$ cat src/rtl/lpcs_pkg.sv
`timescale 1ns/1ps
package lpcs_pkg;

   typedef enum logic [3:0] {
      S_RUN, S_IDLE, S_ENTER, S_GATE, S_SWITCH,
      S_SLEEP, S_WGATE, S_WSW, S_WRDY
   } seq_st_t;

   typedef enum logic [1:0] {
      M_RUN  = 2'd0,
      M_IDLE = 2'd1,
      M_SLOW = 2'd2,
      M_DEEP = 2'd3
   } lp_mode_t;

   typedef enum logic [1:0] {
      SRC_MAIN = 2'd0,
      SRC_SLOW = 2'd1,
      SRC_RC   = 2'd2
   } clk_src_t;

   function automatic clk_src_t src_of(lp_mode_t m);
      case (m)
         M_SLOW:  return SRC_SLOW;
         M_DEEP:  return SRC_RC;
         default: return SRC_MAIN;
      endcase
   endfunction

endpackage

$ cat src/rtl/lpcs_wake.sv
`timescale 1ns/1ps
module lpcs_wake #(
   parameter int NW          = 4,
   parameter int SYNC_STAGES = 0
) (
   input  logic          clk,
   input  logic          rst_n,
   input  logic          irq_any,
   input  logic [NW-1:0] wake_src,
   input  logic [NW-1:0] wake_en,
   output logic          irq_o,
   output logic          fwake_o
);

   logic [1:0] raw;
   assign raw = {irq_any, |(wake_src & wake_en)};

   generate
      if (SYNC_STAGES == 0) begin : g_direct
         assign irq_o   = raw[1];
         assign fwake_o = raw[0];
      end else begin : g_sync
         logic [1:0] chain [SYNC_STAGES];
         always_ff @(posedge clk or negedge rst_n) begin
            if (!rst_n) begin
               for (int i = 0; i < SYNC_STAGES; i++) chain[i] <= '0;
            end else begin
               chain[0] <= raw;
               for (int i = 1; i < SYNC_STAGES; i++) chain[i] <= chain[i-1];
            end
         end
         assign irq_o   = chain[SYNC_STAGES-1][1];
         assign fwake_o = chain[SYNC_STAGES-1][0];
      end
   endgenerate

endmodule

$ cat src/rtl/lpcs_perclk.sv
`timescale 1ns/1ps
module lpcs_perclk #(
   parameter int NPER      = 8,
   parameter bit PER_RST_ON = 1'b1
) (
   input  logic            clk,
   input  logic            rst_n,
   input  logic            en_wr,
   input  logic            dis_wr,
   input  logic [NPER-1:0] wdata,
   input  logic            sys_en,
   output logic [NPER-1:0] stat,
   output logic [NPER-1:0] gate
);

   localparam logic [NPER-1:0] RST_VAL = PER_RST_ON ? '1 : '0;

   logic [NPER-1:0] set_m, clr_m;
   assign set_m = en_wr  ? wdata : '0;
   assign clr_m = dis_wr ? wdata : '0;

   always_ff @(posedge clk or negedge rst_n) begin
      if (!rst_n) stat <= RST_VAL;
      else        stat <= (stat | set_m) & ~clr_m;
   end

   assign gate = stat & {NPER{sys_en}};

   assert_all_off_R10: assert property (@(posedge clk) disable iff (!rst_n)
      (dis_wr && (&wdata)) |=> (stat == '0));

   assert_clear_wins_R10: assert property (@(posedge clk) disable iff (!rst_n)
      (en_wr && dis_wr) |=> ((stat & $past(wdata)) == '0));

endmodule

$ cat src/rtl/lpcs_ctrl.sv
`timescale 1ns/1ps
module lpcs_ctrl
   import lpcs_pkg::*;
#(
   parameter int ENTRY_CYC = 4
) (
   input  logic     clk,
   input  logic     rst_n,
   input  logic     core_off_wr,
   input  logic     deep_sel,
   input  logic     wfi,
   input  logic     wfe,
   input  logic     wait_mode_set,
   input  logic     lpm_sel,
   input  logic     irq_i,
   input  logic     fwake_i,
   input  logic     main_rdy,
   output logic     core_en_o,
   output logic     sys_en_o,
   output clk_src_t src_o,
   output logic     main_osc_en_o,
   output logic     mck_rdy_o,
   output lp_mode_t mode_o
);

   localparam int CW = (ENTRY_CYC < 2) ? 1 : $clog2(ENTRY_CYC);
   localparam logic [CW-1:0] LAST = CW'(ENTRY_CYC - 1);

   seq_st_t        st;
   lp_mode_t       tgt;
   logic [CW-1:0]  cnt;
   logic           off_flag;
   logic           wake_now;

   assign wake_now = (tgt == M_DEEP) ? fwake_i : irq_i;

   always_ff @(posedge clk or negedge rst_n) begin
      if (!rst_n) begin
         st       <= S_RUN;
         tgt      <= M_RUN;
         cnt      <= '0;
         off_flag <= 1'b0;
      end else begin
         if (core_off_wr) off_flag <= 1'b1;
         case (st)
            S_RUN: begin
               if (wait_mode_set || (lpm_sel && wfe)) begin
                  st       <= S_ENTER;
                  tgt      <= M_DEEP;
                  cnt      <= '0;
                  off_flag <= 1'b0;
               end else if (wfi && off_flag) begin
                  off_flag <= 1'b0;
                  cnt      <= '0;
                  st       <= deep_sel ? S_ENTER : S_IDLE;
                  tgt      <= deep_sel ? M_SLOW  : M_IDLE;
               end
            end
            S_IDLE: if (irq_i) begin
               st  <= S_RUN;
               tgt <= M_RUN;
            end
            S_ENTER: begin
               if (wake_now) begin
                  st  <= S_RUN;
                  tgt <= M_RUN;
               end else if (cnt == LAST) begin
                  st <= S_GATE;
               end else begin
                  cnt <= cnt + 1'b1;
               end
            end
            S_GATE:   st <= S_SWITCH;
            S_SWITCH: st <= S_SLEEP;
            S_SLEEP:  if (wake_now) st <= S_WGATE;
            S_WGATE:  st <= S_WSW;
            S_WSW:    st <= S_WRDY;
            S_WRDY: if (main_rdy) begin
               st  <= S_RUN;
               tgt <= M_RUN;
            end
            default: begin
               st  <= S_RUN;
               tgt <= M_RUN;
            end
         endcase
      end
   end

   always_comb begin
      core_en_o     = (st == S_RUN);
      mck_rdy_o     = (st == S_RUN) || (st == S_IDLE) || (st == S_ENTER);
      main_osc_en_o = !((st == S_SWITCH) || (st == S_SLEEP));
      mode_o        = tgt;
      case (st)
         S_SWITCH, S_SLEEP, S_WGATE: src_o = src_of(tgt);
         default:                    src_o = SRC_MAIN;
      endcase
      case (st)
         S_RUN, S_IDLE, S_ENTER: sys_en_o = 1'b1;
         S_SLEEP:                sys_en_o = (tgt == M_SLOW);
         default:                sys_en_o = 1'b0;
      endcase
   end

   assert_src_gated_R9: assert property (@(posedge clk) disable iff (!rst_n)
      !$stable(src_o) |-> (!sys_en_o && !$past(sys_en_o)));

   assert_abort_keeps_rdy_R8: assert property (@(posedge clk) disable iff (!rst_n)
      (st == S_ENTER && wake_now) |=> (core_en_o && mck_rdy_o));

   assert_deep_filters_R7: assert property (@(posedge clk) disable iff (!rst_n)
      (st == S_SLEEP && tgt == M_DEEP && !fwake_i) |=> (src_o == SRC_RC && !sys_en_o));

   assert_mck_fall_gated_R11: assert property (@(posedge clk) disable iff (!rst_n)
      $fell(mck_rdy_o) |-> !sys_en_o);

   assert_ready_waits_osc_R5: assert property (@(posedge clk) disable iff (!rst_n)
      (st == S_WRDY && !main_rdy) |=> !mck_rdy_o);

endmodule

$ cat src/rtl/lp_clk_seq.sv
`timescale 1ns/1ps
module lp_clk_seq
   import lpcs_pkg::*;
#(
   parameter int NW          = 4,
   parameter int NPER        = 8,
   parameter int ENTRY_CYC   = 4,
   parameter int SYNC_STAGES = 0,
   parameter bit PER_RST_ON  = 1'b1
) (
   input  logic            clk,
   input  logic            rst_n,
   input  logic            core_off_wr,
   input  logic            deep_sel,
   input  logic            wfi,
   input  logic            wfe,
   input  logic            wait_mode_set,
   input  logic            lpm_sel,
   input  logic            irq_any,
   input  logic [NW-1:0]   wake_src,
   input  logic [NW-1:0]   wake_en,
   input  logic            main_rdy,
   input  logic            per_en_wr,
   input  logic            per_dis_wr,
   input  logic [NPER-1:0] per_wdata,
   output logic            core_clk_en,
   output logic            sys_clk_en,
   output logic [1:0]      clk_src,
   output logic            main_osc_en,
   output logic            mck_rdy,
   output logic [1:0]      lp_mode,
   output logic [NPER-1:0] per_clk_en,
   output logic [NPER-1:0] per_stat
);

   generate
      if (NW < 1)          begin : g_bad_nw  $error("NW must be at least 1");          end
      if (NPER < 1)        begin : g_bad_np  $error("NPER must be at least 1");        end
      if (ENTRY_CYC < 1)   begin : g_bad_ec  $error("ENTRY_CYC must be at least 1");   end
      if (SYNC_STAGES < 0) begin : g_bad_ss  $error("SYNC_STAGES must not be negative"); end
   endgenerate

   logic     irq_s, fwake_s;
   clk_src_t src_e;
   lp_mode_t mode_e;

   lpcs_wake #(.NW(NW), .SYNC_STAGES(SYNC_STAGES)) u_wake (
      .clk(clk), .rst_n(rst_n), .irq_any(irq_any),
      .wake_src(wake_src), .wake_en(wake_en),
      .irq_o(irq_s), .fwake_o(fwake_s)
   );

   lpcs_ctrl #(.ENTRY_CYC(ENTRY_CYC)) u_ctrl (
      .clk(clk), .rst_n(rst_n), .core_off_wr(core_off_wr), .deep_sel(deep_sel),
      .wfi(wfi), .wfe(wfe), .wait_mode_set(wait_mode_set), .lpm_sel(lpm_sel),
      .irq_i(irq_s), .fwake_i(fwake_s), .main_rdy(main_rdy),
      .core_en_o(core_clk_en), .sys_en_o(sys_clk_en), .src_o(src_e),
      .main_osc_en_o(main_osc_en), .mck_rdy_o(mck_rdy), .mode_o(mode_e)
   );

   lpcs_perclk #(.NPER(NPER), .PER_RST_ON(PER_RST_ON)) u_per (
      .clk(clk), .rst_n(rst_n), .en_wr(per_en_wr), .dis_wr(per_dis_wr),
      .wdata(per_wdata), .sys_en(sys_clk_en), .stat(per_stat), .gate(per_clk_en)
   );

   assign clk_src = src_e;
   assign lp_mode = mode_e;

   assert_per_follow_sys_R10: assert property (@(posedge clk) disable iff (!rst_n)
      (|per_clk_en) |-> sys_clk_en);

   assert_deep_all_off_R6: assert property (@(posedge clk) disable iff (!rst_n)
      (lp_mode == 2'd3 && !mck_rdy && clk_src == 2'd2) |-> (!sys_clk_en && per_clk_en == '0));

   assert_run_ready_R11: assert property (@(posedge clk) disable iff (!rst_n)
      core_clk_en |-> (mck_rdy && sys_clk_en));

endmodule

$ cat config.mk
export PLATFORM = sky130hd
export DESIGN_NAME = lp_clk_seq
export DESIGN_NICKNAME = d
export VERILOG_FILES = /design/src/rtl/lpcs_pkg.sv /design/src/rtl/lpcs_wake.sv /design/src/rtl/lpcs_perclk.sv /design/src/rtl/lpcs_ctrl.sv /design/src/rtl/lp_clk_seq.sv
export SDC_FILE = /design/constraint.sdc
export NUM_CORES = 1
export LEC_CHECK = 0
export BUFFER_PORTS_ARGS = -buffer_cell sky130_fd_sc_hd__buf_2
export CAP_MARGIN = 20
export CORE_ASPECT_RATIO = 0.5
export CORE_MARGIN = 2
export CORE_UTILIZATION = 35
export DETAILED_ROUTE_END_ITERATION = 8
export MAX_ROUTING_LAYER = met4
export PLACE_DENSITY = 0.7
export RECOVER_POWER = 25
export SLEW_MARGIN = 20
export SYNTH_ARGS = -nofsm -noshare
export SYNTH_HDL_FRONTEND = slang
export SYNTH_SLANG_ARGS = --single-unit
$ cat constraint.sdc
create_clock -name clk -period 3.1 [get_ports clk]
set_input_delay 0.155 -clock clk [delete_from_list [all_inputs] [get_ports clk]]
set_output_delay 0.155 -clock clk [all_outputs]
set_load 0.02 [all_outputs]
Word-level counts from Yosys, hierarchy flattened
Cells that the tools add are included.
{"block": "word_totals", "register_bits": 17, "latch_bits": 0, "ram_bits": 0, "romBits": 0, "inputBits": 28, "output_inout_bits": 24, "elab_cells": 78, "n_memories": 0}
{"block": "classes", "add_sub_neg": 1, "multipliers": 0, "div_mod_pow": 0, "magnitude_cmp": 0, "n_eq_ne": 19, "n_shift": 0, "muxes": 31, "bitwise": 6, "reduce_logical": 16}
{"operator": "4-bit one-hot mux with 9 select lines", "count": 1}
{"operator": "4-bit two-way mux", "count": 7}
{"operator": "2-bit two-way mux", "count": 12}
{"operator": "8-bit AND", "count": 2}
{"operator": "4-bit by 3-bit equality test with 1-bit output (second input constant)", "count": 4}
{"operator": "8-bit two-way mux", "count": 2}
{"operator": "2-bit one-hot mux with 5 select lines", "count": 1}
{"operator": "5-bit AND reduction", "count": 2}
{"operator": "4-bit by 2-bit equality test with 1-bit output (second input constant)", "count": 2}
{"operator": "2-bit inequality test (second input constant)", "count": 4}
{"operator": "8-bit NOT", "count": 1}
{"operator": "8-bit bitwise OR", "count": 1}
{"operator": "2-bit one-hot mux with 2 select lines", "count": 2}
{"operator": "2-bit equality test (second input constant)", "count": 3}
{"operator": "3-bit by 1-bit inequality test with 1-bit output (second input constant)", "count": 2}
{"operator": "3-bit OR reduction", "count": 2}
{"operator": "1-bit two-way mux", "count": 5}
{"operator": "5-bit OR reduction", "count": 1}
{"operator": "4-bit AND", "count": 1}
{"operator": "4-bit by 1-bit equality test with 1-bit output (second input constant)", "count": 1}
{"operator": "4-bit equality test (second input constant)", "count": 1}
{"operator": "4-bit zero test", "count": 1}
{"operator": "1-bit logical OR", "count": 4}
{"operator": "2-bit by 1-bit inequality test with 1-bit output (second input constant)", "count": 2}
{"operator": "other kinds (8)", "count": 9}

Depth between registers and ports, before layout
Gate-level depths: netlist of run 1.
{"block": "depth", "ltp_word": 5, "ltp_mapped": 6, "ltp_nobuf": 5}

Modules after synthesis
Synthesis of run 1 repeated with hierarchy kept, for this count alone.
{"block": "unflattened", "hier_cells": 116, "hier_area_um2": 1132.3}
{"mod": "lpcs_ctrl", "instances": 1, "cells_each": 78, "area_each_um2": 689.4}
{"mod": "lpcs_perclk", "instances": 1, "cells_each": 34, "area_each_um2": 416.6}
{"mod": "lpcs_wake", "instances": 1, "cells_each": 4, "area_each_um2": 26.3}

Worst setup path after synthesis of run 1
Ideal clock, no wire load.
{"block": "synth_path", "kind": "reg2reg", "from": "reg u_ctrl.st[1]", "to": "reg u_ctrl.st[0]", "arrival_time_ps": 1702, "t_required_ps": 2975, "path_slack_ps": 1273, "stages_incl_launch_ff": 7, "path_buffers": 1, "synth_period_minus_slack_ps": 1827, "cell_sequence": "dfrtp_1 -> buf_6 -> or4_4 -> inv_1 -> nand2_1 -> o311ai_1 -> mux2_2"}
{"block": "synth_via", "elab_chain_len": 3}
{"element": "start: declaration", "line": "lpcs_ctrl.sv:29", "source": "seq_st_t st;"}
{"element": "start signal: assignment", "line": "lpcs_ctrl.sv:55", "source": "st <= deep_sel ? S_ENTER : S_IDLE;"}
{"element": "4-bit zero test (*)"}
{"element": "via core_clk_en", "line": "lp_clk_seq.sv:26", "source": "output logic core_clk_en,"}
{"element": "3-bit by 1-bit inequality test with 1-bit output (no source line)"}
{"element": "5-bit AND reduction (no source line)"}
The timed path passes the listed nets; every way through them passes the cells marked *.
A chain may end at the register's enable or synchronous reset.

Worst setup path after layout of run 1
{"block": "layout_path", "from": "reg u_ctrl.st[0]", "to": "out per_clk_en[5]"}
{"block": "layout_via", "elab_chain_len": 4}
{"element": "4-bit by 2-bit equality test with 1-bit output, or another cell as far along", "line": "lpcs_ctrl.sv:99", "source": "case (st)"}
{"element": "3-bit OR reduction", "line": "lpcs_ctrl.sv:99"}
{"element": "1-bit one-hot mux with 2 select lines (*)", "line": "lpcs_ctrl.sv:99"}
{"element": "8-bit AND (*)", "line": "lpcs_perclk.sv:27", "source": "assign gate = stat & {NPER{sys_en}};"}
{"element": "end: declaration", "line": "lp_clk_seq.sv:32", "source": "output logic [NPER-1:0] per_clk_en,"}
Every way passes the cells marked *; elsewhere a longest branch is shown, timed or not.

==> results of run 1 <==
==> cell families (layout without fill, tap and decap cells) <==
kind of cell | after synthesis | count (layout) | share of synthesized area [%]
fa+ha+maj | 1 | 1 | 1.24
simple gates | 31 | 31 | 19.0
compound gates | 40 | 40 | 25.4
buf+inv | 11 | 60 | 4.96
mux | 4 | 4 | 4.47
xor+xnor | 2 | 2 | 1.74
flops | 17 | 17 | 43.2
==> how the worst min path moves through the flow <==
stage	startpoint	endpoint	slack, ns
3_5_place_dp	rst_n	u_ctrl.st[2]$_DFFE_PN0P_	0.10
4_1_cts	per_wdata[6]	u_per.stat[6]$_DFF_PN1_	0.04
5_1_grt	per_wdata[3]	u_per.stat[3]$_DFF_PN1_	0.04
6_report	per_wdata[6]	u_per.stat[6]$_DFF_PN1_	0.04
2_1_floorplan	rst_n	u_ctrl.cnt[0]$_DFFE_PN0P_	-0.14
3_3_place_gp	rst_n	u_ctrl.st[2]$_DFFE_PN0P_	0.09
==> Yosys cell counts (2+ instances only) <==
cell type / number / area [µm²]
a211oi_1: 2 / 15.0
a21oi_1: 21 / 105
a22oi_1: 2 / 15.0
a31oi_1: 2 / 12.5
and2_1: 10 / 62.6
buf_1: 3 / 11.3
clkbuf_1: 2 / 7.51
dfrtp_1: 9 / 225
dfstp_2: 8 / 210
inv_1: 4 / 15.0
mux2_1: 2 / 22.5
mux2_2: 2 / 22.5
nand2_1: 2 / 7.51
nor2_1: 6 / 22.5
nor2b_1: 2 / 12.5
nor3_1: 3 / 15.0
nor3b_1: 2 / 15.0
o21ai_0: 3 / 15.0
o32ai_1: 2 / 17.5
==> report_power, final <==
part,switching [mW],internal (mW),leakage [nW],total [mW]
Clock,0.0750,0.0892,0.0255,0.164
Combinational,0.354,0.276,0.413,0.630
Sequential,0.104,0.293,0.199,0.396
==> layout make-up <==
| class | count | area [µm²] | area share (%) |
|---|---|---|---|
| Sequential cell | 17 | 435 | 32.7 |
| Inverter | 4 | 15.0 | 1.13 |
| Clock inverter | 1 | 5.00 | 0.376 |
| Clock buffer | 3 | 41.3 | 3.10 |
| Multi-Input combinational cell | 78 | 523 | 39.3 |
| Tap cell | 37 | 46.3 | 3.48 |
| Timing Repair Buffer | 52 | 264 | 19.8 |
==> per-stage QoR <==
| stage | instance area [µm²] | worst slack, ns |
|---|---|---|
| after floorplan | 1010 | 1.27 |
| after global placement | 1270 | 1.25 |
| after detailed placement | 1270 | 1.18 |
| after CTS | 1330 | 0.989 |
| after global routing | 1330 | 0.868 |
| final | 1330 | 1.02 |
==> sequential cells by signal, indices dropped and copies added (netlist names) <==
signal	flops
u_ctrl.mode_o	2
u_ctrl.st	4
u_ctrl.off_flag	1
u_per.stat	8
u_ctrl.cnt	2
==> metal layers <==
metal	track usage (%)	share of wire, %	up-vias
met1	21.1	48	469
met3	4.78	7.0	2
met5	-	0	-
met2	25.0	44	38
li1	-	-	489
met4	3.39	0.46	0
==> critical path: cells and delay by family, from the launching register on <==
family          cells  cell delay, ns
simple gates        2            0.51
buf+inv             1            0.16
flops               1            0.51
compound gates      1            0.49
==> results by group, run 1 <==
Outcome
  • Status: completed

Synth
  • Syn avg cell area: 9.51 µm²
  • Syn Std Cell Area: 1010 µm²
  • Netlist cell types: 38
  • Register area share after synthesis: 43.2%
  • Yosys warning count: 0
  • Yosys reg bits: 17
  • Ys flop type: dfrtp_1
  • EDFF count, synth: 0
  • Synthesized Nets: 135
  • Mapped Cells: 106
  • Asr flop ratio synth: 100%

Die
  • Cell Rows: 13
  • Starting Density: 37.8%
  • Die area: 3350 µm²
  • Ports: 52
  • DIE HEIGHT: 42.0 µm
  • Die Span X: 79.9 µm
  • Core Region: 2670 µm²

Cells and area
  • Filler instances: 261
  • Share of cells above drive strength 1: 43.9%
  • Final core occ: 49.9%
  • Commonest non-fill, non-tap cell in the layout: buf_2
  • Most frequent cells in the layout: buf_2, a21oi_1, and2_1
  • Finished Layout Cells: 192
  • Area delta synth->final: 31.9%
  • Final #Nets: 185
  • Ant diodes: 0

Critical path
  • Required time worst endpoint: 2.94 ns
  • Startpoint types: flip-flop
  • R2R Path End: u_ctrl.st[0]$_DFFE_PN0P_
  • CP max FO: 13
  • Sequence of cells on the critical path: and2_1, a211oi_2, and2_1, buf_2
  • Critical-path top delay cell: dfrtp_1
  • Beginning of the critical path: u_ctrl.st[0]$_DFFE_PN0P_
  • Crit Path Class: flip-flop to output pin
  • Critical Path Sink Type: output pin
  • Reg2Reg Depth: 5
  • Most used cell, CP: and2_1
  • Crit path to: per_clk_en[5]
  • Worst R2R Setup Slack: 1.16 ns
  • R2r startpoint: u_ctrl.st[2]$_DFFE_PN0P_
  • Crit-path max cell delay: 0.51 ns
  • Worst Path Arrival: 1.92 ns

Drt
  • 1st-iter DRT viols: 70
  • Wirelength per Cell: 13.7 µm
  • Post-DR vias/cell: 5.20
  • DRC: 0
  • TritonRoute pass-1 iters: 4
  • Vias: 998
  • Count of antenna-violating nets left after detailed routing: 0
  • Routed WL: 2.63 mm

GRT
  • First-pass GRT wire length: 4.14 mm
  • Overall routing resource usage: 16.2%
  • Largest net degree at the start of global routing: 18
  • Gr ovfl total: 0
  • Vias in the first global route: 890
  • Antenna violations before repair: 0

Pwr
  • Power density over the cells: 895 nW/µm²
  • Leakage power: 0.637 nW
  • Power Total: 1.19 mW
  • Max VDD drop: 0.357 mV

STA
  • Clock Skew: 0.00357 ns
  • Max Fclk: 481 MHz
  • WHS: 0.0440 ns
  • Slew Limit Fails: 0
  • RSZ-0062 raised after global routing: false
  • Final worst-path cycle share: 67.0%
  • Hold Fails Final Rpt: 0
  • Sum Neg Setup Slack: 0 ns
  • Worst Max-Slew Pin Slew: 0.908 ns
  • Worst rel slew slack: 39.5%
  • Tmin final: 2.08 ns
  • Setup violations, final: 0

Clocking
  • Root buf cell: clkbuf_8
  • Clock sink count: 17
  • Clock slew at reported path FFs: 0.07 ns
  • Post-CTS setup buffers: 0
  • Cts hold-fix bufs: 1
  • CTS Buf Count: 3
  • Max Buffers Root-to-Sink: 2
  • Htree depth: 1
  • Resize count post-CTS: 0
  • Clock latency on the worst-skew pair: 0.25 ns
  • CTS tree: yes

Place
  • Port bufs: 51
  • RD Place Congestion: 0.833
  • Cells after DPL: 187
  • Detailed Place HPWL: 1.95 mm

Run
  • Max-cap viol count: 0

Hold path
  • Worst hold path stage count: 2
  • Tightest Hold Check Type: input port to flip-flop
(Power assumes the default switching activity.)
==> run 2: changes to the inputs <==
ABC_AREA = 1   (was unset)
PLACE_DENSITY = 0.71   (was 0.7)
clock period = 1.7 ns   (was 3.1 ns; I/O delays follow)
==> results by group, run 2 <==
Critical path
  • Worst Path Arrival: 1.47 ns
  • Critical-path top delay cell: dfrtp_1
  • Startpoint types: flip-flop
  • Worst R2R Setup Slack: 0.28 ns
  • Crit Path Class: flip-flop to output pin
  • Reg2Reg Depth: 8
  • Required time worst endpoint: 1.62 ns
  • Critical Path Sink Type: output pin
  • Crit-path max cell delay: 0.41 ns
  • CP max FO: 8
  • R2R Path End: u_ctrl.st[0]$_DFFE_PN0P_
  • R2r startpoint: u_ctrl.st[1]$_DFFE_PN0P_
  • Sequence of cells on the critical path: inv_1, nor2_4, nand3_1, nand2_1, inv_2, nor2_1, buf_2

STA
  • Worst Max-Slew Pin Slew: 0.899 ns
  • Final setup margin: 0.141 ns
  • Setup violations, final: 0
  • Tmin final: 1.56 ns
  • Slew Limit Fails: 0
  • Clock Skew: 0.00328 ns
  • Worst rel slew slack: 40.1%
  • Sum Neg Setup Slack: 0 ns
  • Final worst-path cycle share: 91.7%
  • Hold Fails Final Rpt: 0
  • Max Fclk: 641 MHz

Synth
  • Synthesized Nets: 199
  • Ys flop type: dfrtp_1
  • Register area share after synthesis: 39.3%
  • Yosys warning count: 0
  • Yosys top cell by area: dfrtp_1
  • Yosys reg bits: 17
  • Count leader, synth: nand2_1
  • Syn avg cell area: 6.52 µm²
  • Asr flop ratio synth: 100%
  • Synth Area in Adders: 1.13%
  • Top cells by area, synth: dfrtp_1, dfstp_2, nand2_1
  • Post-synthesis mux area share: 0%
  • Syn Std Cell Area: 1110 µm²
  • Main combinational cell family by area after synthesis: simple AND/OR/NAND/NOR gates
  • Compound-gate portion of the synthesized area: 10.8%
  • XOR/XNOR Fraction of Synth Area: 0%
  • Synth top area share: 20.3%
  • Most frequent cells after synthesis: nand2_1, inv_1, nor2_1
  • Mapped Cells: 170
  • Post-Synth Simple-Gate Area: 34.5%
  • EDFF count, synth: 0
  • Netlist cell types: 18

Drt
  • TritonRoute pass-1 iters: 4
  • Count of antenna-violating nets left after detailed routing: 0
  • Wirelength per Cell: 9.62 µm
  • Routed WL: 2.57 mm
  • Vias: 1,181
  • DRC: 0
  • 1st-iter DRT viols: 26
  • Post-DR vias/cell: 4.42

Die
  • DIE HEIGHT: 43.8 µm
  • Die area: 3660 µm²
  • Ports: 52
  • Starting Density: 36.8%
  • Core Region: 3010 µm²
  • Cell Rows: 14
  • Die Span X: 83.6 µm

GRT
  • Gr ovfl total: 0
  • Antenna violations before repair: 0
  • Vias in the first global route: 1,079
  • First-pass GRT wire length: 4.23 mm
  • Largest net degree at the start of global routing: 18
  • Overall routing resource usage: 14.9%

Clocking
  • Clock latency on the worst-skew pair: 0.25 ns
  • CTS tree: yes
  • Root buf cell: clkbuf_8
  • Clock slew at reported path FFs: 0.07 ns
  • CTS Buf Count: 3
  • Htree depth: 1
  • Max Buffers Root-to-Sink: 2
  • Clock sink count: 17

Pwr
  • Max VDD drop: 0.504 mV
  • Power density over the cells: 1480 nW/µm²
  • Leakage power: 0.917 nW

Hold path
  • Hold EP: u_ctrl.off_flag$_DFF_PN0_
  • HP Start: core_off_wr
  • Tightest Hold Check Type: input port to flip-flop
  • Worst hold path stage count: 3

Place
  • Port bufs: 51
  • Detailed Place HPWL: 2.04 mm
  • Setup WS pre-CTS: 0.309 ns
  • RD Place Congestion: 0.900

Cells and area
  • Most frequent cells in the layout: buf_2, nand2_1, inv_1
  • Final core occ: 49.3%
  • Share of cells above drive strength 1: 32.6%
  • Multi-input gate area: 523 µm²
  • Commonest non-fill, non-tap cell in the layout: buf_2
  • Register Area: 435 µm²
  • Final #Nets: 257
  • Largest reg by FF count: u_per.stat
  • Filler instances: 315
  • Largest regs: u_per.stat: 8 flops, u_ctrl.st: 4 flops
  • Area delta synth->final: 33.9%
  • Max FFs per register: 8
  • Ant diodes: 0

Run
  • Max-cap viol count: 0

Outcome
  • Status: completed
## run 2: cell type report
cell class / instances / area share, %
Sequential cell: 17 / 29.3
Inverter: 42 / 10.6
Clock buffer: 3 / 2.78
Clock inverter: 1 / 0.337
Tap cell: 40 / 3.37
Multi-Input combinational cell: 111 / 35.2
Timing Repair Buffer: 53 / 18.3
## run 2: logic make-up (layout without fill, tap and decap cells)
family                     count (synthesis)  in the layout
adders and majority gates                  1              1
AOI/OAI and AO/OA                         22             22
DFF                                       17             17
buffers and inverters                     42             99
and+or+nand+nor                           88             88
## run 2: metal layers
| metal | routed length (µm) | global-route usage (%) | vias up | share of wire, % |
|---|---|---|---|---|
| met3 | 123 | 4.38 | 4 | 4.8 |
| met2 | 1290 | 26.9 | 28 | 50 |
| met1 | 1110 | 16.0 | 518 | 43 |
| met5 | 0 | - | - | 0 |
| met4 | 40 | 5.16 | 0 | 1.6 |
| li1 | - | - | 631 | - |
## run 2: through the flow
step	instances	hold WS [ns]	total power, mW	area [µm²]
5_1_grt	267	0.116	2.39	1480
6_report	267	0.0936	2.19	1480
2_1_floorplan	170	-0.211	1.50	1110
3_5_place_dp	261	0.0255	1.85	1410
4_1_cts	266	0.0913	2.16	1470
3_3_place_gp	261	0.0282	1.84	1410
## run 2: worst max-delay path by stage
stage / slack (ns) / start / end
6_report: 0.14 / u_ctrl.st[2]$_DFFE_PN0P_ / per_clk_en[1]
5_1_grt: -0.004 / u_ctrl.st[2]$_DFFE_PN0P_ / per_clk_en[4]
4_1_cts: 0.02 / u_ctrl.st[0]$_DFFE_PN0P_ / per_clk_en[1]
3_5_place_dp: 0.31 / u_ctrl.st[0]$_DFFE_PN0P_ / per_clk_en[1]
3_3_place_gp: 0.31 / u_ctrl.st[0]$_DFFE_PN0P_ / per_clk_en[0]
2_1_floorplan: 0.28 / u_ctrl.mode_o[1]$_DFFE_PN0P_ / per_clk_en[0]
## run 2: repair_timing
item                                   CTS  global route
endpoints found under the hold margin    9             0
setup endpoints to repair                0             8
buffers inserted                         0             1
hold buffers                             1             0
resized for setup                        0             3
## run 2: worst max-delay path: cells and delay by family, from the launching register on
kind	cells	cell delay (ns)
buf+inv	3	0.37
flops	1	0.41
simple gates	4	0.44
## run 2: power breakdown
group	total [mW]	internal, mW	switching (mW)
Clock	0.299	0.163	0.136
Sequential	0.631	0.527	0.104
Combinational	1.26	0.422	0.841
Total	2.19	1.11	1.08
==> run 3: changes to the inputs <==
CORE_UTILIZATION = 41   (was 35)
PLACE_DENSITY = 0.81   (was 0.71)
==> results by group, run 3 (synthesis results as in run 2) <==
Outcome
  • Status: completed

Cells and area
  • Max FFs per register: 8
  • Filler instances: 227
  • Largest reg by FF count: u_per.stat
  • Most frequent cells in the layout: buf_2, nand2_1, inv_1
  • Area delta synth->final: 34.4%
  • Ant diodes: 0
  • Final core occ: 57.6%
  • Commonest non-fill, non-tap cell in the layout: buf_2
  • Largest regs: u_per.stat: 8 flops, u_ctrl.st: 4 flops
  • Final #Nets: 259
  • Share of cells above drive strength 1: 33.2%
  • Finished Layout Cells: 266

Clocking
  • Root buf cell: clkbuf_8
  • Clock slew at reported path FFs: 0.07 ns
  • Max Buffers Root-to-Sink: 2
  • CTS tree: yes
  • Htree depth: 1
  • Clock latency on the worst-skew pair: 0.26 ns
  • Clock sink count: 17
  • CTS Buf Count: 3

Drt
  • 1st-iter DRT viols: 39
  • TritonRoute pass-1 iters: 4
  • Vias: 1,196
  • Routed WL: 2.59 mm
  • DRC: 0
  • Post-DR vias/cell: 4.50
  • Count of antenna-violating nets left after detailed routing: 0
  • Wirelength per Cell: 9.73 µm

STA
  • Slew Limit Fails: 0
  • Max Fclk: 612 MHz
  • Tmin final: 1.63 ns
  • Hold Fails Final Rpt: 0
  • Final worst-path cycle share: 96.1%
  • Setup violations, final: 0
  • WHS: 0.0829 ns
  • Worst Max-Slew Pin Slew: 0.906 ns
  • Clock Skew: 0.00666 ns
  • Final setup margin: 0.0668 ns
  • Worst rel slew slack: 39.6%

Critical path
  • CP max FO: 5
  • Startpoint types: flip-flop
  • Critical Path Sink Type: output pin
  • Reg2Reg Depth: 8
  • Crit Path Class: flip-flop to output pin
  • Worst R2R Setup Slack: 0.33 ns
  • Worst Path Arrival: 1.55 ns
  • Required time worst endpoint: 1.62 ns

Pwr
  • Power density over the cells: 1490 nW/µm²
  • Max VDD drop: 0.492 mV
  • Leakage power: 0.927 nW
  • Power Total: 2.22 mW

Hold path
  • Worst hold path stage count: 3
  • Tightest Hold Check Type: input port to flip-flop

GRT
  • Overall routing resource usage: 16.8%
  • Vias in the first global route: 956
  • Gr ovfl total: 0
  • Largest net degree at the start of global routing: 18
  • Antenna violations before repair: 0
  • First-pass GRT wire length: 3.92 mm

Die
  • DIE HEIGHT: 40.8 µm
  • Ports: 52
  • Cell Rows: 13
  • Starting Density: 42.9%
  • Die Span X: 77.5 µm
  • Die area: 3160 µm²
  • Core Region: 2590 µm²

Place
  • RD Place Congestion: 0.870
  • Detailed Place HPWL: 2.03 mm
  • Cells after DPL: 258
  • Port bufs: 51
  • Setup WS pre-CTS: 0.349 ns

Run
  • Max-cap viol count: 0
run 3: changes by cell type in the layout (fill, tap and decap cells not counted):
cell / delta
buf_4: +2
nor2_4: -1
nor2_2: +1
run 3: final cells by class:
cell class                      instances  area [µm²]  area share [%]
Clock buffer                            3        41.3            2.77
Clock inverter                          1        5.00           0.336
Inverter                               42         158            10.6
Multi-Input combinational cell        111         518            34.8
Sequential cell                        17         435            29.2
Tap cell                               37        46.3            3.11
Timing Repair Buffer                   55         287            19.2
run 3: metal layers:
layer | track usage [%] | up-vias | wire [µm]
met5 | - | - | 0
met2 | 31.5 | 33 | 1290
li1 | - | 637 | -
met1 | 18.7 | 524 | 1160
met3 | 4.85 | 2 | 122
met4 | 4.46 | 0 | 17
run 3: where the power goes:
part / total (mW) / internal, mW / switching, mW
registers: 0.622 / 0.527 / 0.0951
clock network: 0.298 / 0.163 / 0.135
logic: 1.30 / 0.445 / 0.854
run 3: path summary, 6_finish.rpt:
check,startpoint,end
max,u_ctrl.st[2]$_DFFE_PN0P_,clk_src[0]
min,core_off_wr,u_ctrl.off_flag$_DFF_PN0_
max reg2reg,u_ctrl.st[1]$_DFFE_PN0P_,u_ctrl.st[1]$_DFFE_PN0P_
min reg2reg,u_ctrl.cnt[1]$_DFFE_PN0P_,u_ctrl.cnt[1]$_DFFE_PN0P_
max in group asynchronous,rst_n,u_ctrl.st[1]$_DFFE_PN0P_
min in group asynchronous,rst_n,u_ctrl.st[3]$_DFFE_PN0P_
run 3: repair_timing:
action                     in CTS  in global routing
setup endpoints to repair       0                  8
hold endpoints to repair        9                  0
resized for setup               0                  2
hold buffers                    1                  0
buffers inserted                0                  3
run 3: stage by stage:
stage,cell area [µm²],TNS [ns]
after floorplan,1110,0
after global placement,1410,0
after detailed placement,1410,0
after CTS,1470,0
after global routing,1490,-0.00267
final,1490,0
run 3: worst max-delay path, stage by stage (launching register included):
cell and delay (ns):
dfrtp_1 0.42, inv_1 0.11, nor2_4 0.17, buf_4 0.13, nand2_1 0.08, nor3_1 0.17
buf_2 0.21
